<file path="config.mk">
export PLATFORM = sky130hd
export DESIGN_NAME = rjtg_top
export DESIGN_NICKNAME = d
export VERILOG_FILES = /design/src/rtl/rjtg_pkg.sv /design/src/rtl/rjtg_stage.sv /design/src/rtl/rjtg_feedback.sv /design/src/rtl/rjtg_top.sv
export SDC_FILE = /design/constraint.sdc
export NUM_CORES = 1
export LEC_CHECK = 0
export ABC_CLOCK_PERIOD_IN_PS = 900
export BUFFER_PORTS_ARGS = -buffer_cell sky130_fd_sc_hd__buf_2
export CAP_MARGIN = 10
export CORE_MARGIN = 2
export CORE_UTILIZATION = 39
export DETAILED_ROUTE_END_ITERATION = 8
export PLACE_DENSITY = 0.71
export RECOVER_POWER = 100
export SYNTH_ARGS = -nofsm -noshare
export SYNTH_HDL_FRONTEND = slang
export SYNTH_HIERARCHICAL = 1
export SYNTH_SLANG_ARGS = --single-unit
</file>
<file path="constraint.sdc">
create_clock -name clk -period 0.9 [get_ports clk]
set_clock_uncertainty 0.05 [all_clocks]
set_input_delay 0.09 -clock clk [delete_from_list [all_inputs] [get_ports clk]]
set_output_delay 0.09 -clock clk [all_outputs]
set_load 0.01 [all_outputs]
</file>
<file path="src/rtl/rjtg_pkg.sv">
package rjtg_pkg;

   typedef enum logic {
      SRC_COUNT = 1'b0,
      SRC_SEED  = 1'b1
   } src_sel_e;

endpackage

</file>
<file path="src/rtl/rjtg_stage.sv">
module rjtg_stage
   import rjtg_pkg::*;
(
   input  logic     clk,
   input  logic     rst,
   input  logic     en,
   input  src_sel_e sel,
   input  logic     cnt_d,
   input  logic     seed_d,
   output logic     q
);

   logic d_mux;

   always_comb begin
      d_mux = (sel == SRC_SEED) ? seed_d : cnt_d;
   end

   always_ff @(posedge clk) begin
      if (rst) begin
         q <= 1'b0;
      end else if (en) begin
         q <= d_mux;
      end
   end

endmodule

</file>
<file path="src/rtl/rjtg_feedback.sv">
module rjtg_feedback #(
   parameter int WIDTH      = 10,
   parameter int TAPA_STAGE = 2,
   parameter int TAPA_SRC   = 0,
   parameter int TAPB_STAGE = 3,
   parameter int TAPB_SRC   = 5,
   parameter bit TWIST      = 1'b1
) (
   input  logic [WIDTH-1:0] q,
   output logic [WIDTH-1:0] nxt
);

   localparam int TOP = WIDTH - 1;

   logic top_bit;
   assign top_bit = q[TOP];

   generate
      if (TWIST) begin : g_twist
         assign nxt[0] = ~top_bit;
      end else begin : g_ring
         assign nxt[0] = top_bit;
      end

      for (genvar i = 1; i < WIDTH; i++) begin : g_bit
         if (i == TAPA_STAGE) begin : g_tapa
            assign nxt[i] = q[TAPA_SRC] ^ top_bit;
         end else if (i == TAPB_STAGE) begin : g_tapb
            assign nxt[i] = top_bit ^ q[TAPB_SRC];
         end else begin : g_shift
            assign nxt[i] = q[i-1];
         end
      end
   endgenerate

endmodule

</file>
<file path="src/rtl/rjtg_top.sv">
module rjtg_top
   import rjtg_pkg::*;
#(
   parameter int WIDTH      = 10,
   parameter int TAPA_STAGE = 2,
   parameter int TAPA_SRC   = 0,
   parameter int TAPB_STAGE = 3,
   parameter int TAPB_SRC   = 5,
   parameter bit TWIST      = 1'b1
) (
   input  logic             clk,
   input  logic             rst,
   input  logic             en,
   input  logic             load_sel,
   input  logic [WIDTH-1:0] seed_in,
   output logic [WIDTH-1:0] vec_out,
   output logic             scan_out
);

   localparam int TOP = WIDTH - 1;

   generate
      if (WIDTH < 4) begin : g_bad_width
         $error("rjtg_top: WIDTH must be at least 4");
      end
      if (TAPA_STAGE < 1 || TAPA_STAGE > TOP || TAPB_STAGE < 1 || TAPB_STAGE > TOP) begin : g_bad_stage
         $error("rjtg_top: tap stages must lie in 1..WIDTH-1");
      end
      if (TAPA_STAGE == TAPB_STAGE) begin : g_same_stage
         $error("rjtg_top: tap stages must differ");
      end
      if (TAPA_SRC < 0 || TAPA_SRC > TOP || TAPB_SRC < 0 || TAPB_SRC > TOP) begin : g_bad_src
         $error("rjtg_top: tap sources must lie in 0..WIDTH-1");
      end
   endgenerate

   src_sel_e         sel;
   logic [WIDTH-1:0] state_q;
   logic [WIDTH-1:0] cnt_nxt;

   assign sel = src_sel_e'(load_sel);

   rjtg_feedback #(
      .WIDTH      (WIDTH),
      .TAPA_STAGE (TAPA_STAGE),
      .TAPA_SRC   (TAPA_SRC),
      .TAPB_STAGE (TAPB_STAGE),
      .TAPB_SRC   (TAPB_SRC),
      .TWIST      (TWIST)
   ) fb_i (
      .q   (state_q),
      .nxt (cnt_nxt)
   );

   generate
      for (genvar s = 0; s < WIDTH; s++) begin : g_stage
         rjtg_stage stage_i (
            .clk    (clk),
            .rst    (rst),
            .en     (en),
            .sel    (sel),
            .cnt_d  (cnt_nxt[s]),
            .seed_d (seed_in[s]),
            .q      (state_q[s])
         );
      end
   endgenerate

   assign vec_out  = state_q;
   assign scan_out = state_q[TOP];

endmodule

</file>
-- Word-level counts from Yosys, hierarchy flattened
Cells that the tools add are included.
- bits in registers: 10
- input port bits: 14
- output and inout port bits: 11
- word-level logic and storage cells: 23
- multiplexer cells: 10
- bitwise operators: 3
- operator list (cell ; number):
    two-way mux 1 bit ; 10
    bitwise XOR 1 bit ; 2
    inverter 1 bit ; 1

-- Longest topological paths before layout
Gate-level depths: netlist (run 1).
- depth in word-level cells: 2
- mapped depth: 3

-- By module
The synthesis (run 1) kept the hierarchy.
- modules (own cells, without submodules) (module ; instances ; cells each ; area each (um^2)):
    rjtg_stage ; 10 ; 4 ; 46.3
    rjtg_feedback ; 1 ; 10 ; 73.8
    rjtg_top ; 1 ; 1 ; 7.5

-- Least setup slack after synthesis (run 1)
Ideal clock, no wire load.
- kind: register to register
- from: register g_stage[9].stage_i.q
- to: register g_stage[2].stage_i.q
- data arrival time: 0.877 ns
- path slack: -0.106 ns
- stages on the path, launching flop included: 4
- period minus slack after synthesis: 1.006 ns
- cell sequence: dfxtp_1 -> xor2_1 -> mux2i_1 -> a211oi_2
- longest elaborated chain between the ends: 2
- ends and longest elaborated chain (what ; line ; RTL):
    start, declared ; rjtg_stage.sv:10 ; output logic q
    start signal, assigned ; rjtg_stage.sv:23 ; q <= d_mux;
    bitwise XOR 1 bit ; rjtg_feedback.sv:27 ; assign nxt[i] = q[TAPA_SRC] ^ top_bit;
    named net cnt_nxt[2] ; rjtg_top.sv:39 ; logic [WIDTH-1:0] cnt_nxt;
    two-way mux 1 bit ; rjtg_stage.sv:16 ; d_mux = (sel == SRC_SEED) ? seed_d : cnt_d;
    end signal, assigned ; rjtg_stage.sv:23 ;
    end, declared ; rjtg_stage.sv:10 ;
The timed path passes the listed nets, and every way through them passes these cells.
A chain may end at the register's enable or synchronous reset.

-- Worst setup path after layout (run 1)
Ends and elaborated chain as after synthesis.

==> results of run 1 <==
## area by class of cell
class,instances,area share
inverter,1,0.005226
tap,15,0.02613
clock buffer,4,0.05052
sequential,10,0.2909
multi-input combinational,32,0.3955
timing repair buffer,26,0.2317
## routing by layer
metal / global-route usage / vias to the layer above / share of wire
met1: 0.1541 / 189 / 0.42
met4: 0.07258 / 0 / 0.012
met5: 0 / - / 0
met2: 0.2305 / 12 / 0.52
met3: 0.01596 / 2 / 0.051
li1: - / 221 / -
## cell usage in the layout, fill, tap and decap left out, types with 2 or more instances in the layout
cell / n
buf_2: 22
a211oi_2: 10
dfxtp_4: 2
mux2i_1: 9
dfxtp_1: 7
clkbuf_4: 3
nor2_1: 10
buf_12: 2
xor2_1: 2
## power breakdown
group | internal [mW] | leakage, nW | total [mW] | switching (mW)
Sequential | 0.476 | 0.0845 | 0.503 | 0.0272
Clock | 0.245 | 0.0210 | 0.402 | 0.157
Combinational | 0.127 | 0.239 | 0.247 | 0.121
## logic make-up (layout without fill, tap and decap cells)
logic type | after synthesis | after routing
compound gates | 10 | 10
xor+xnor | 2 | 2
buf+inv | 9 | 31
flops | 10 | 10
mux | 10 | 10
simple gates | 10 | 10
## through the flow
stage	instance area, µm²	setup WS (ns)
finish	718.2	-0.02865
global route	718.2	-0.05074
CTS	711.9	-0.02856
detailed placement	669.4	-0.01605
global placement	669.4	0.02111
floorplan	550.5	0.02335
## critical path: stages, from the launching register on
cell and delay [ns]:
dfxtp_4 0.36, xor2_1 0.16, mux2i_1 0.16, a211oi_2 0.08
## worst max-delay path by stage
| stage | end | cells after the start |
|---|---|---|
| 5_1_grt | g_stage[2].stage_i/q | 3 |
| 3_5_place_dp | g_stage[2].stage_i/q | 3 |
| 4_1_cts | g_stage[2].stage_i/q | 3 |
| 3_3_place_gp | g_stage[2].stage_i/q | 3 |
| 6_report | g_stage[2].stage_i/q | 3 |
| 2_1_floorplan | g_stage[2].stage_i/q | 3 |
## repair_timing
| item | 4_1_cts | 5_1_grt |
|---|---|---|
| endpoints found under the hold margin | 0 | 0 |
| cloned | 0 | 0 |
| endpoints found under the setup margin | 4 | 13 |
| pin swaps | 1 | 1 |
| resized for setup | 1 | 7 |
==> run_results.csv, run 1 <==
group,metric,value,unit
finish,nNetsFinal,88,
route,dr.first_iter.drc_count,4,
timing,post-route-min-period,0.9287,ns
finish,diodes,0,
finish,postLayoutCoreUtil,0.5519,
global_route,antenna_found_initial,0,
synthesis,synth-xor-area-share,0.03218,
die,design.die.area,1710,µm²
clock_tree,cts.sinks,10,
placement,io_buffers,24,
power_and_ir_drop,finalPower,1.152,mW
synthesis,synthesis.area,544.3,µm²
finish,regArea,209.0,µm²
finish,area_growth,31.95,%
route,drt_first_pass_iters,4,
die,num_rows,13,
setup_path,cp_data_arrival_time,1.02,ns
die,fp.dieH,41.36,µm
finish,fin_cells,88,
die,die_x,41.36,µm
global_route,grt_first_pass_wirelength,1442,µm
setup_path,r2r-start,"g_stage[9].stage_i/q",
finish,largest_reg_flops,10,
clock_tree,clock_path_buffers,2,
outcome,violations,"negative setup slack",
synthesis,yosysTopAreaCell,"dfxtp_1",
synthesis,synth_edf_count,0,
setup_path,endpoint_kind,"flop",
timing,max_slew_margin,0.8064,
worst_hold_path,worstHoldStart,"seed_in[3]",
synthesis,ys_seq_area_frac,0.3678,
synthesis,yosysTopAreaCellShare,0.3678,
power_and_ir_drop,leakagePower,0.3447,nW
global_route,grt_max_degree,21,
clock_tree,cts_setup_buffers,0,
synthesis,synth-simple-area-share,0.06897,
timing,worst_pin_slew,0.2904,ns
timing,holdWs,0.1333,ns
clock_tree,insertion_delay,0.26,ns
finish,drive_above_1_share,0.6027,
synthesis,synth.avg_cell_area,10.67,µm²
clock_tree,clkTransAtPathRegs,0.07,ns
placement,place_congestion,0.7031,
route,num_vias,424,
setup_path,r2r_slack,-0.03,ns
worst_hold_path,hold_depth,3,
timing,grt_setup_unrepaired,"true",
finish,multiInputGateArea,284.0,µm²
finish,num-fill-cells,127,
clock_tree,cts_hold_buf,0,
global_route,track_usage,0.1315,
job,cap_violations,0,
synthesis,yosysUniqueCellTypes,7,
setup_path,rr_endpoint,"g_stage[2].stage_i/q",
die,core_area,1301,µm²
placement,dpl.hpwl,756.1,µm
die,start_util,0.4183,
setup_path,crit_start,"g_stage[9].stage_i/q",
route,drtAntennaViolNets,0,
setup_path,cp.required,0.99,ns
die,io_pins,25,
finish,largest_register,"g_stage.stage_i/q",
setup_path,cp_max_fo,6,
synthesis,yosys_warnings,6,
route,wl_per_cell,11.34,µm
setup_path,critPathKind,"flop to flop",
synthesis,synthCells,51,
outcome,status,"finished with violations",
power_and_ir_drop,p_per_area,1604,nW/µm²
worst_hold_path,worstHoldEndpoint,"g_stage[3].stage_i/q",
route,wirelength,998,µm
synthesis,yosys-top-cells-count,"a211oi_2, dfxtp_1, mux2i_1, nor2_1, buf_4",
route,vias_per_cell,4.818,
worst_hold_path,hold_path_class,"input pin to flop",
clock_tree,cts_inserted_buffers,3,
synthesis,synth_fa_ha_area_frac,0,
clock_tree,ctsHtreeMaxLevel,1,
synthesis,synth_compound_area_frac,0.2299,
timing,fmax,1077,MHz
clock_tree,tritoncts,"yes",
synthesis,ys_async_sr_fraction,0,
setup_path,r2r_cells,3,
synthesis,ys_ff_latch,10,
synthesis,yosys-top-cells-area,"dfxtp_1, a211oi_2, mux2i_1, buf_4, nor2_1",
synthesis,synth_nets,65,
power_and_ir_drop,peakVddDrop,1.091,mV
timing,finalSetupViolCount,4,
finish,top_regs,"g_stage.stage_i/q x10",
timing,setup_tns,-0.04209,ns
route,drcViolationCount,0,
timing,fin_ws,-0.02865,ns
setup_path,start_kind,"flop",
placement,dpl.cell_count,84,
synthesis,synth_top_family_by_area,"compound AO/OA/AOI/OAI gates",
global_route,grt_pass1_vias,350,
global_route,grt_remaining_overflow,0,
timing,finalCritPeriodShare,1.032,
clock_tree,root_buffer,"clkbuf_4",
timing,maxSlewViolCount,0,
synthesis,muxShareOfSynthArea,0.1839,
synthesis,synthFlopType,"dfxtp_1",
timing,hold_viol,0,
Note: power is estimated with default switching activity, not from simulation.
==> inputs of run 2 (changes only) <==
Settings changed: ABC_CLOCK_PERIOD_IN_PS 900 to 1100, CAP_MARGIN 10 to 20, CORE_AREA set to 2 2 39 41, CORE_MARGIN 2 to not set, CORE_UTILIZATION 39 to not set, DIE_AREA set to 0 0 41 43, SLEW_MARGIN set to 15.
Clock period 0.9 ns to 1.1 ns, I/O delays scaled along.
==> run_results.csv, run 2 (synthesis results as in run 1) <==
group,metric,value,unit
finish,layout_common_cells,"buf_2, clkbuf_1, mux2i_1, nor2_1, a211oi_2",
setup_path,cp_data_arrival_time,1.19,ns
clock_tree,cts_inserted_buffers,3,
worst_hold_path,worstHoldEndpoint,"g_stage[9].stage_i/q",
clock_tree,root_buffer,"clkbuf_4",
timing,worst_pin_slew,0.4172,ns
route,drcViolationCount,0,
clock_tree,clkTransAtPathRegs,0.07,ns
die,die_x,41,µm
clock_tree,insertion_delay,0.27,ns
timing,max_slew_margin,0.7219,
finish,num-fill-cells,139,
die,fp.dieH,43,µm
finish,final_common_cell,"buf_2",
finish,multiInputGateArea,280.3,µm²
finish,top_regs,"g_stage.stage_i/q x10",
power_and_ir_drop,p_per_area,1425,nW/µm²
route,wirelength_met1,472,µm
power_and_ir_drop,peakVddDrop,0.5961,mV
route,wl_per_cell,12.53,µm
finish,area_growth,19.08,%
clock_tree,cts_setup_buffers,0,
worst_hold_path,hold_path_class,"input pin to flop",
global_route,grt_max_degree,21,
power_and_ir_drop,leakagePower,0.2843,nW
clock_tree,tritoncts,"yes",
worst_hold_path,hold_depth,2,
placement,io_buffers,24,
setup_path,r2r-start,"g_stage[0].stage_i/q",
setup_path,crit_buf_inv,0,
route,wirelength,1090,µm
setup_path,crit_slowest_cell,"dfxtp_1",
global_route,grt_pass1_vias,431,
die,core_area,1384,µm²
route,wl_met3,74,µm
clock_tree,ctsHtreeMaxLevel,1,
timing,finalSetupViolCount,0,
global_route,track_usage,0.1502,
clock_tree,clock_path_buffers,2,
route,drt_first_pass_iters,4,
timing,hold_viol,0,
setup_path,r2r_slack,0.06,ns
timing,post-route-min-period,1.045,ns
setup_path,rr_endpoint,"g_stage[2].stage_i/q",
setup_path,r2r_cells,3,
global_route,grt_first_pass_wirelength,1759,µm
job,cap_violations,0,
setup_path,cp_cell_sequence,"xor2_1, mux2i_1, a211oi_2",
global_route,grt_remaining_overflow,0,
setup_path,endpoint_kind,"flop",
finish,largest_reg_flops,10,
finish,largest_register,"g_stage.stage_i/q",
route,num_vias,438,
finish,regArea,201.4,µm²
worst_hold_path,worstHoldStart,"rst",
die,io_pins,25,
route,dr.first_iter.drc_count,6,
die,num_rows,14,
timing,setup_tns,0,ns
timing,fin_ws,0.05504,ns
timing,fmax,957.0,MHz
setup_path,start_kind,"flop",
setup_path,cp_max_fo,4,
setup_path,cp.required,1.24,ns
finish,nNetsFinal,86,
outcome,status,"completed",
route,drtAntennaViolNets,0,
timing,finalCritPeriodShare,0.9500,
timing,holdWs,0.1488,ns
finish,drive_above_1_share,0.3944,
timing,grt_setup_unrepaired,"false",
die,design.die.area,1763,µm²
placement,place_congestion,0.6829,
placement,place_ws,0.06195,ns
setup_path,critPathKind,"flop to flop",
clock_tree,cts.sinks,10,
die,start_util,0.3933,
global_route,antenna_found_initial,0,
timing,maxSlewViolCount,0,
route,wl_met2,526,µm
setup_path,cpPeakStageDelay,0.40,ns
finish,diodes,0,
setup_path,cp_top_family,"flip-flops",
route,highest_layer,"met4",
route,vias_per_cell,5.034,
[run 2: changes by cell type in the layout (fill, tap and decap cells not counted)]
cell      change
mux2i_1       +1
clkbuf_1     +11
dfxtp_1       +2
clkbuf_2      -1
mux2i_2       -1
buf_12        -2
dfxtp_4       -2
buf_6         -1
buf_2         -9
[run 2: layout make-up]
| type | instances | share of cell area |
|---|---|---|
| Timing Repair Buffer | 24 | 0.1641 |
| Multi-Input combinational cell | 32 | 0.4324 |
| Sequential cell | 10 | 0.3108 |
| Tap cell | 16 | 0.03089 |
| Clock buffer | 4 | 0.05598 |
| Inverter | 1 | 0.005792 |
[run 2: worst max-delay path by stage]
stage                               startpoint                   end  depth (start not counted)
final                     g_stage[0].stage_i/q  g_stage[2].stage_i/q                          3
after global routing      g_stage[0].stage_i/q  g_stage[2].stage_i/q                          3
after CTS                 g_stage[9].stage_i/q  g_stage[2].stage_i/q                          3
after detailed placement  g_stage[9].stage_i/q  g_stage[3].stage_i/q                          3
after global placement    g_stage[9].stage_i/q  g_stage[2].stage_i/q                          3
after floorplan           g_stage[9].stage_i/q  g_stage[2].stage_i/q                          3
[run 2: worst reg2reg max path: cells and delay by family (launching register included)]
family	cells	cell delay (ns)
XOR/XNOR	1	0.20
flip-flops	1	0.40
multiplexers	1	0.11
AO/OA/AOI/OAI	1	0.22
[run 2: per-stage QoR]
stage | power [mW] | util | instance area [µm²] | instances
final | 0.9239 | 0.4684 | 648.1 | 87
after global routing | 0.9726 | 0.4684 | 648.1 | 87
after CTS | 0.9510 | 0.4774 | 660.6 | 87
after detailed placement | 0.6016 | 0.4512 | 624.3 | 83
after global placement | 0.5963 | 0.4512 | 624.3 | 83
after floorplan | 0.5401 | - | 544.3 | 51
[run 2: where the power goes]
| group | internal (mW) | switching, mW | leakage (nW) |
|---|---|---|---|
| logic | 0.0764 | 0.0958 | 0.180 |
| registers | 0.390 | 0.0241 | 0.0833 |
| clock network | 0.201 | 0.136 | 0.0210 |
| total | 0.668 | 0.256 | 0.284 |
[run 2: metal layers]
layer / GRT usage / vias to the layer above
li1: - / 214
met1: 0.1759 / 204
met2: 0.2250 / 18
met3: 0.04188 / 2
met4: 0.1000 / 0
met5: 0 / -
[run 2: what timing repair did]
action                                 CTS  global route
endpoints found under the hold margin    0             0
gates resized for setup                  0             1
hold buffers                             0             0
setup endpoints to repair                0             2
